`src/rtl/binom_pkg.sv`:
```
`timescale 1ns/1ps
package binom_pkg;
  localparam logic [1:0] KIND_SUM2 = 2'd0;
  localparam logic [1:0] KIND_SUM4 = 2'd1;
  localparam logic [1:0] KIND_DIFF = 2'd2;

  // width of the sample entering stage idx (idx == stage count gives output width)
  function automatic int width_in(int data_w, logic [63:0] norm_mask, int idx);
    int w;
    w = data_w;
    for (int i = 0; i < idx; i++)
      if (!norm_mask[i]) w++;
    return w;
  endfunction

  // bit offset of link slice idx inside the flat interconnect bus
  function automatic int offset_of(int data_w, logic [63:0] norm_mask, int idx);
    int o;
    o = 0;
    for (int j = 0; j < idx; j++)
      o += width_in(data_w, norm_mask, j);
    return o;
  endfunction

  function automatic bit all_norm_smooth(logic [127:0] kinds, logic [63:0] norm_mask, int n);
    bit ok;
    ok = 1'b1;
    for (int i = 0; i < n; i++) begin
      if (kinds[2*i +: 2] == KIND_DIFF) ok = 1'b0;
      if (!norm_mask[i]) ok = 1'b0;
    end
    return ok;
  endfunction
endpackage

```
`src/rtl/binom_norm.sv`:
```
`timescale 1ns/1ps
module binom_norm #(
  parameter int SUM_W    = 9,
  parameter bit ROUND_UP = 1'b0
) (
  input  logic signed [SUM_W-1:0] sum_i,
  output logic signed [SUM_W-2:0] res_o
);
  logic signed [SUM_W-1:0] adj;

  // rounding bias never overflows: a smoothing sum is at most 2^W-2
  assign adj   = sum_i + SUM_W'(ROUND_UP);
  assign res_o = (SUM_W-1)'(adj >>> 1);
endmodule

```
`src/rtl/binom_stage.sv`:
```
`timescale 1ns/1ps
module binom_stage
  import binom_pkg::*;
#(
  parameter int         IN_W     = 8,
  parameter logic [1:0] KIND     = KIND_SUM2,
  parameter bit         NORM     = 1'b0,
  parameter bit         REGD     = 1'b1,
  parameter bit         ROUND_UP = 1'b0,
  localparam int        SUM_W    = IN_W + 1,
  localparam int        OUT_W    = NORM ? IN_W : SUM_W
) (
  input  logic                   clk,
  input  logic                   rst,
  input  logic                   vin,
  input  logic signed [IN_W-1:0] din,
  output logic                   vout,
  output logic signed [OUT_W-1:0] dout
);
  logic signed [IN_W-1:0]  tap;
  logic signed [SUM_W-1:0] sum;
  logic signed [OUT_W-1:0] res;

  // sample history, advanced only by valid samples
  generate
    if (KIND == KIND_SUM4) begin : g_two_back
      logic signed [IN_W-1:0] h1, h2;
      always_ff @(posedge clk) begin
        if (rst) begin
          h1 <= '0;
          h2 <= '0;
        end else if (vin) begin
          h1 <= din;
          h2 <= h1;
        end
      end
      assign tap = h2;
    end else begin : g_one_back
      logic signed [IN_W-1:0] h1;
      always_ff @(posedge clk) begin
        if (rst)      h1 <= '0;
        else if (vin) h1 <= din;
      end
      assign tap = h1;
    end
  endgenerate

  generate
    if (KIND == KIND_DIFF) begin : g_sub
      assign sum = SUM_W'(din) - SUM_W'(tap);
    end else begin : g_add
      assign sum = SUM_W'(din) + SUM_W'(tap);
    end
  endgenerate

  generate
    if (NORM) begin : g_norm
      binom_norm #(.SUM_W(SUM_W), .ROUND_UP(ROUND_UP)) norm_i (
        .sum_i (sum),
        .res_o (res)
      );
    end else begin : g_wide
      assign res = sum;
    end
  endgenerate

  generate
    if (REGD) begin : g_reg
      always_ff @(posedge clk) begin
        if (rst) begin
          vout <= 1'b0;
          dout <= '0;
        end else begin
          vout <= vin;
          if (vin) dout <= res;
        end
      end
    end else begin : g_comb
      assign vout = vin;
      assign dout = res;
    end
  endgenerate
endmodule

```
`src/rtl/binom_cascade.sv`:
```
`timescale 1ns/1ps
module binom_cascade
  import binom_pkg::*;
#(
  parameter int                      DATA_W     = 8,
  parameter int                      NUM_STAGES = 5,
  parameter logic [2*NUM_STAGES-1:0] KIND_VEC   = 10'b10_00_00_00_00,
  parameter logic [NUM_STAGES-1:0]   NORM_MASK  = '0,
  parameter logic [NUM_STAGES-1:0]   REG_MASK   = '1,
  localparam int OUT_W = width_in(DATA_W, 64'(NORM_MASK), NUM_STAGES)
) (
  input  logic                     clk,
  input  logic                     rst,
  input  logic                     in_valid,
  input  logic signed [DATA_W-1:0] in_data,
  output logic                     out_valid,
  output logic signed [OUT_W-1:0]  out_data
);
  localparam int BUS_W    = offset_of(DATA_W, 64'(NORM_MASK), NUM_STAGES + 1);
  localparam int LAST_OFF = offset_of(DATA_W, 64'(NORM_MASK), NUM_STAGES);
  localparam int LAT      = 1 + $countones(REG_MASK);
  localparam bit ALL_NORM_SMOOTH =
    all_norm_smooth(128'(KIND_VEC), 64'(NORM_MASK), NUM_STAGES);

  logic [BUS_W-1:0]      link_d;
  logic [NUM_STAGES:0]   link_v;

  assign link_d[0 +: DATA_W] = in_data;
  assign link_v[0]           = in_valid;

  generate
    for (genvar g = 0; g < NUM_STAGES; g++) begin : g_stage
      localparam int         WI  = width_in(DATA_W, 64'(NORM_MASK), g);
      localparam int         WO  = width_in(DATA_W, 64'(NORM_MASK), g + 1);
      localparam int         OI  = offset_of(DATA_W, 64'(NORM_MASK), g);
      localparam int         OO  = offset_of(DATA_W, 64'(NORM_MASK), g + 1);
      localparam logic [1:0] K   = KIND_VEC[2*g +: 2];
      // stage numbers start at 1: even-numbered smoothing stages round up
      localparam bit         RUP = (g % 2 == 1) && (K != KIND_DIFF);
      logic signed [WO-1:0]  so;

      binom_stage #(
        .IN_W     (WI),
        .KIND     (K),
        .NORM     (NORM_MASK[g]),
        .REGD     (REG_MASK[g]),
        .ROUND_UP (RUP)
      ) stage_i (
        .clk  (clk),
        .rst  (rst),
        .vin  (link_v[g]),
        .din  (link_d[OI +: WI]),
        .vout (link_v[g+1]),
        .dout (so)
      );
      assign link_d[OO +: WO] = so;
    end
  endgenerate

  always_ff @(posedge clk) begin
    if (rst) begin
      out_valid <= 1'b0;
      out_data  <= '0;
    end else begin
      out_valid <= link_v[NUM_STAGES];
      if (link_v[NUM_STAGES]) out_data <= link_d[LAST_OFF +: OUT_W];
    end
  end
endmodule

```
`config.mk`:
```
export PLATFORM = sky130hd
export DESIGN_NAME = binom_cascade
export DESIGN_NICKNAME = d
export VERILOG_FILES = /design/src/rtl/binom_pkg.sv /design/src/rtl/binom_norm.sv /design/src/rtl/binom_stage.sv /design/src/rtl/binom_cascade.sv
export SDC_FILE = /design/constraint.sdc
export NUM_CORES = 1
export LEC_CHECK = 0
export BUFFER_PORTS_ARGS = -buffer_cell sky130_fd_sc_hd__buf_2
export CAP_MARGIN = 15
export CORE_MARGIN = 2
export CORE_UTILIZATION = 40
export DETAILED_ROUTE_END_ITERATION = 8
export GPL_TIMING_DRIVEN = 1
export RECOVER_POWER = 50
export SYNTH_ARGS = -nofsm -noshare
export SYNTH_HDL_FRONTEND = slang
export SYNTH_SLANG_ARGS = --single-unit
```
`constraint.sdc`:
```
create_clock -name clk -period 5.25 [get_ports clk]
set_clock_uncertainty 0.05 [all_clocks]
set_input_delay 0.525 -clock clk [delete_from_list [all_inputs] [get_ports clk]]
set_output_delay 0.525 -clock clk [all_outputs]
set_load 0.005 [all_outputs]
```
==> results.rst <==
.. list-table::
   :header-rows: 1

   * - Metric
     - Value
   * - Number of different library cells in the post-synthesis netlist
     - between 50 and 60
   * - Crit path time final
     - around 3600 ps
   * - Clock root cell
     - clkbuf_16
   * - Half-perimeter wire length after detailed placement
     - about 8.6 mm
   * - Via count normalized by instance count
     - ~5.3
   * - Net count of the finished layout
     - about 800
   * - Std-Cell Rows
     - 46
   * - Setup slack after placement
     - 2540 ps
   * - Total number of vias
     - a little over 5000
   * - Critical path required time
     - between 5000 and 6000 ps
   * - CORE AREA
     - between 0.015 and 0.02 mm²
   * - Cell at the slowest stage of the critical path
     - clkbuf_1
   * - Clock power share
     - between 50% and 60%
   * - Number of maximum-capacitance violations
     - 4
   * - Total global routing overflow
     - 0
   * - Leak pwr
     - between 2 and 3 nW
   * - Ranking of synthesized cells by area
     - dfxtp_1 (38%), mux2i_1 (13%), ha_1 (9.5%)
   * - GP Congestion
     - 0.811
   * - Critical Setup Path Class
     - primary input to flop
   * - Outcome
     - complete, but fails checks
   * - Violations in the final reports
     - max-capacitance violations, max-slew violations
   * - Area fraction in compound gates after synthesis
     - ~14%
   * - Initial core utilization
     - about two fifths
   * - Flip-flop and latch count after synthesis
     - approximately 120
   * - Share of total power in sequential cells
     - ~42%
   * - Post-synthesis share of cell area spent on xor and xnor gates
     - under 10%
   * - Final instance area
     - 0.00746 mm²
   * - Data arrival at the endpoint of the critical path
     - roughly 3800 ps
   * - Max Freq
     - 280 MHz
   * - Global-route wire length before repair
     - approximately 22 mm
   * - Commonest cells after routing, fill and taps aside
     - dfxtp_1 (124), nor2_1 (119), mux2i_1 (85)
   * - Post-cts hold buffer count
     - 0
   * - Kind of start point of the critical path
     - primary input
   * - Type of element capturing the critical path
     - flop
   * - Chip width
     - about 130 µm
   * - Post-CTS Setup Repair Bufs
     - 0
   * - Crit Path Max Fanout
     - between 90 and 100
   * - Buffers and inverters on the worst path
     - 2
   * - Number of synthesized flops with an enable pin
     - 0
   * - Area fraction of the dominant cell type after synthesis
     - 37.6%
   * - Largest stage delay on the critical path
     - just under 2000 ps
   * - Switching power share of the total
     - 22.7%
   * - Share of synthesized flip-flops with an asynchronous set or reset
     - 0%
   * - Maximum number of pins on one net before global-route repair
     - 100
   * - Final TNS setup
     - 0 ps
   * - Port-buffer cells
     - 24
   * - Fraction of the yosys area taken by sequential cells
     - between 30% and 40%
   * - I/O pin count
     - 25
   * - Sequential cell area
     - between 0.002 and 0.0025 mm²
   * - Vert. Die Dim
     - roughly 130 µm
   * - Number of global-route vias before repair
     - ~4700
   * - Fraction of the mapped netlist area in simple logic gates
     - approximately 18%
   * - PnR worst setup slack
     - around 1700 ps
   * - Mux cell area share after synthesis
     - between 10% and 20%
   * - Placed inst area
     - just under 0.007 mm²
   * - Area of the multi-input gates
     - 0.00385 mm²
   * - Iter 0 DRT Violations
     - 292
   * - Antenna Diode Count
     - 0
   * - Number of H-tree levels
     - 4
   * - Most common cell after layout, fill and taps aside
     - dfxtp_1
   * - Clock network latency to the later pin of the worst-skew pair
     - 420 ps
   * - Portion of the clock cycle consumed by the worst path in the final layout
     - between 60% and 70%
   * - Number of standard cells after synthesis
     - roughly 720
   * - Main synth FF type
     - dfxtp_1
   * - Total nets after synthesis
     - 789
   * - Relative max-transition margin
     - -79.0%
   * - Max clock buf depth
     - 2
   * - Share of total power in combinational logic
     - a little under 7%
   * - Clock buffer count from CTS
     - 17
   * - Peak supply drop
     - approximately 0.24 mV
   * - Total GRT Usage
     - between 10% and 20%
   * - CTS clk-pin slew, worst paths
     - roughly 60 ps
   * - Adder-cell area share of the yosys netlist
     - 11.0%
   * - Main combinational cell family by area after synthesis
     - simple AND/OR/NAND/NOR gates
   * - Fill count
     - 1577
   * - Routed WL
     - ~12 mm
   * - Internal power
     - approximately 0.0018 W
   * - Final count of negative-setup-slack endpoints
     - 0
   * - TritonCTS clock tree
     - yes
   * - Post-cts resize count
     - 0
   * - CP Cell Sequence
     - buf_4 -> clkbuf_1 -> or3b_2 -> o32a_1 -> o211ai_1
   * - Area added between synthesis and finish
     - 13.1%
   * - Average footprint of a synthesized cell
     - 9.12 µm²
   * - Layout Utilization
     - a little under half
   * - Clock Sink Count
     - between 100 and 150
   * - Area of the mapped netlist
     - 0.00659 mm²
   * - DRC
     - 0
   * - Count of final hold-check violations
     - 0
   * - Final routed wire length divided by cell count
     - between 10 and 15 µm
   * - Transition time of the tightest slew-check pin
     - ~2700 ps
   * - Cell taking the most area after synthesis
     - dfxtp_1
   * - Power per unit of standard cell area
     - between 300 and 400 mW/mm²
   * - Post-route antenna net violation count
     - 0
   * - Kind of cell with the highest combined delay on the critical path
     - buffers and inverters
   * - Detailed Routing Iterations Pass 1
     - 4
   * - Full die area
     - roughly 0.018 mm²
   * - Fin. max-slew vios
     - between 150 and 200
   * - Antenna violations before repair
     - 0
   * - Yosys warns
     - 0
   * - Type of the worst min-delay path
     - primary input to flop
   * - Switching power total
     - around 0.00053 W
   * - Layout cell share with drive strength beyond 1
     - between 8 and 9%
   * - RSZ-0062 raised after global routing
     - false
## synth_stat cells, types with 15 or more instances
cell type	instances
a211oi_1	15
mux2i_1	85
o21ai_0	24
dfxtp_1	124
clkbuf_1	31
nor3b_1	20
inv_1	29
nor2_1	119
ha_1	50
nand2_1	27
a21oi_1	34
## power by group through the flow
stage / logic (W) / clock network [W] / registers (W)
CTS: 0.000162 / 0.00121 / 0.000981
detailed placement: 0.000161 / 0 / 0.00100
finish: 0.000161 / 0.00118 / 0.000981
floorplan: 0.000131 / 0 / 0.000996
global route: 0.000181 / 0.00125 / 0.000984
global placement: 0.000157 / 0 / 0.00100
## tightest hold or removal path: stages
cell and delay (ps):
buf_2 90, mux2i_1 60, nor2_1 70
## final timing paths
check                                   from                                   to  slack (ps)  cells after the start
setup / recovery                         rst           g_stage[3].stage_i.dout[9]        1680                      5
hold / removal                    in_data[3]  g_stage[0].stage_i.g_one_back.h1[3]         310                      3
setup reg to reg     g_stage[1].stage_i.vout           g_stage[2].stage_i.dout[7]        2780                      3
hold reg to reg   g_stage[4].stage_i.dout[4]           g_stage[4].stage_i.dout[4]         430                      2
## metal layers
layer	share of wire (%)	track usage [%]
met2	48	24.7
met3	2.5	2.88
met4	1.8	6.51
met5	0	0
met1	47	18.4
## state kept, by name (all words and copies together) (netlist names)
signal and cells:
out_valid 1, g_stage.stage_i.vout 5, g_stage.stage_i.g_one_back.h1 50, g_stage.stage_i.dout 55, out_data 13
## cells by family (layout without fill, tap and decap cells)
logic type	Yosys count	count (layout)
buffers and inverters	68	90
AOI/OAI and AO/OA	138	138
xor gates and xnor gates	15	15
and+or+nand+nor	238	238
DFF	124	124
adders and majority gates	55	55
muxes	85	85
## per-stage QoR
step | hold slack, ps | std cells | power (W)
2_1_floorplan | 396 | 723 | 0.00113
3_3_place_gp | 417 | 929 | 0.00116
3_5_place_dp | 418 | 929 | 0.00116
4_1_cts | 300 | 961 | 0.00236
5_1_grt | 323 | 961 | 0.00242
6_report | 315 | 961 | 0.00233
## layout make-up
class	instances	area share [%]
Inverter	29	1.46
Tap cell	216	3.62
Timing Repair Buffer	29	1.86
Clock buffer	20	6.12
Sequential cell	124	33.3
Clock inverter	12	1.95
Multi-Input combinational cell	531	51.7
(Power assumes the default switching activity.)
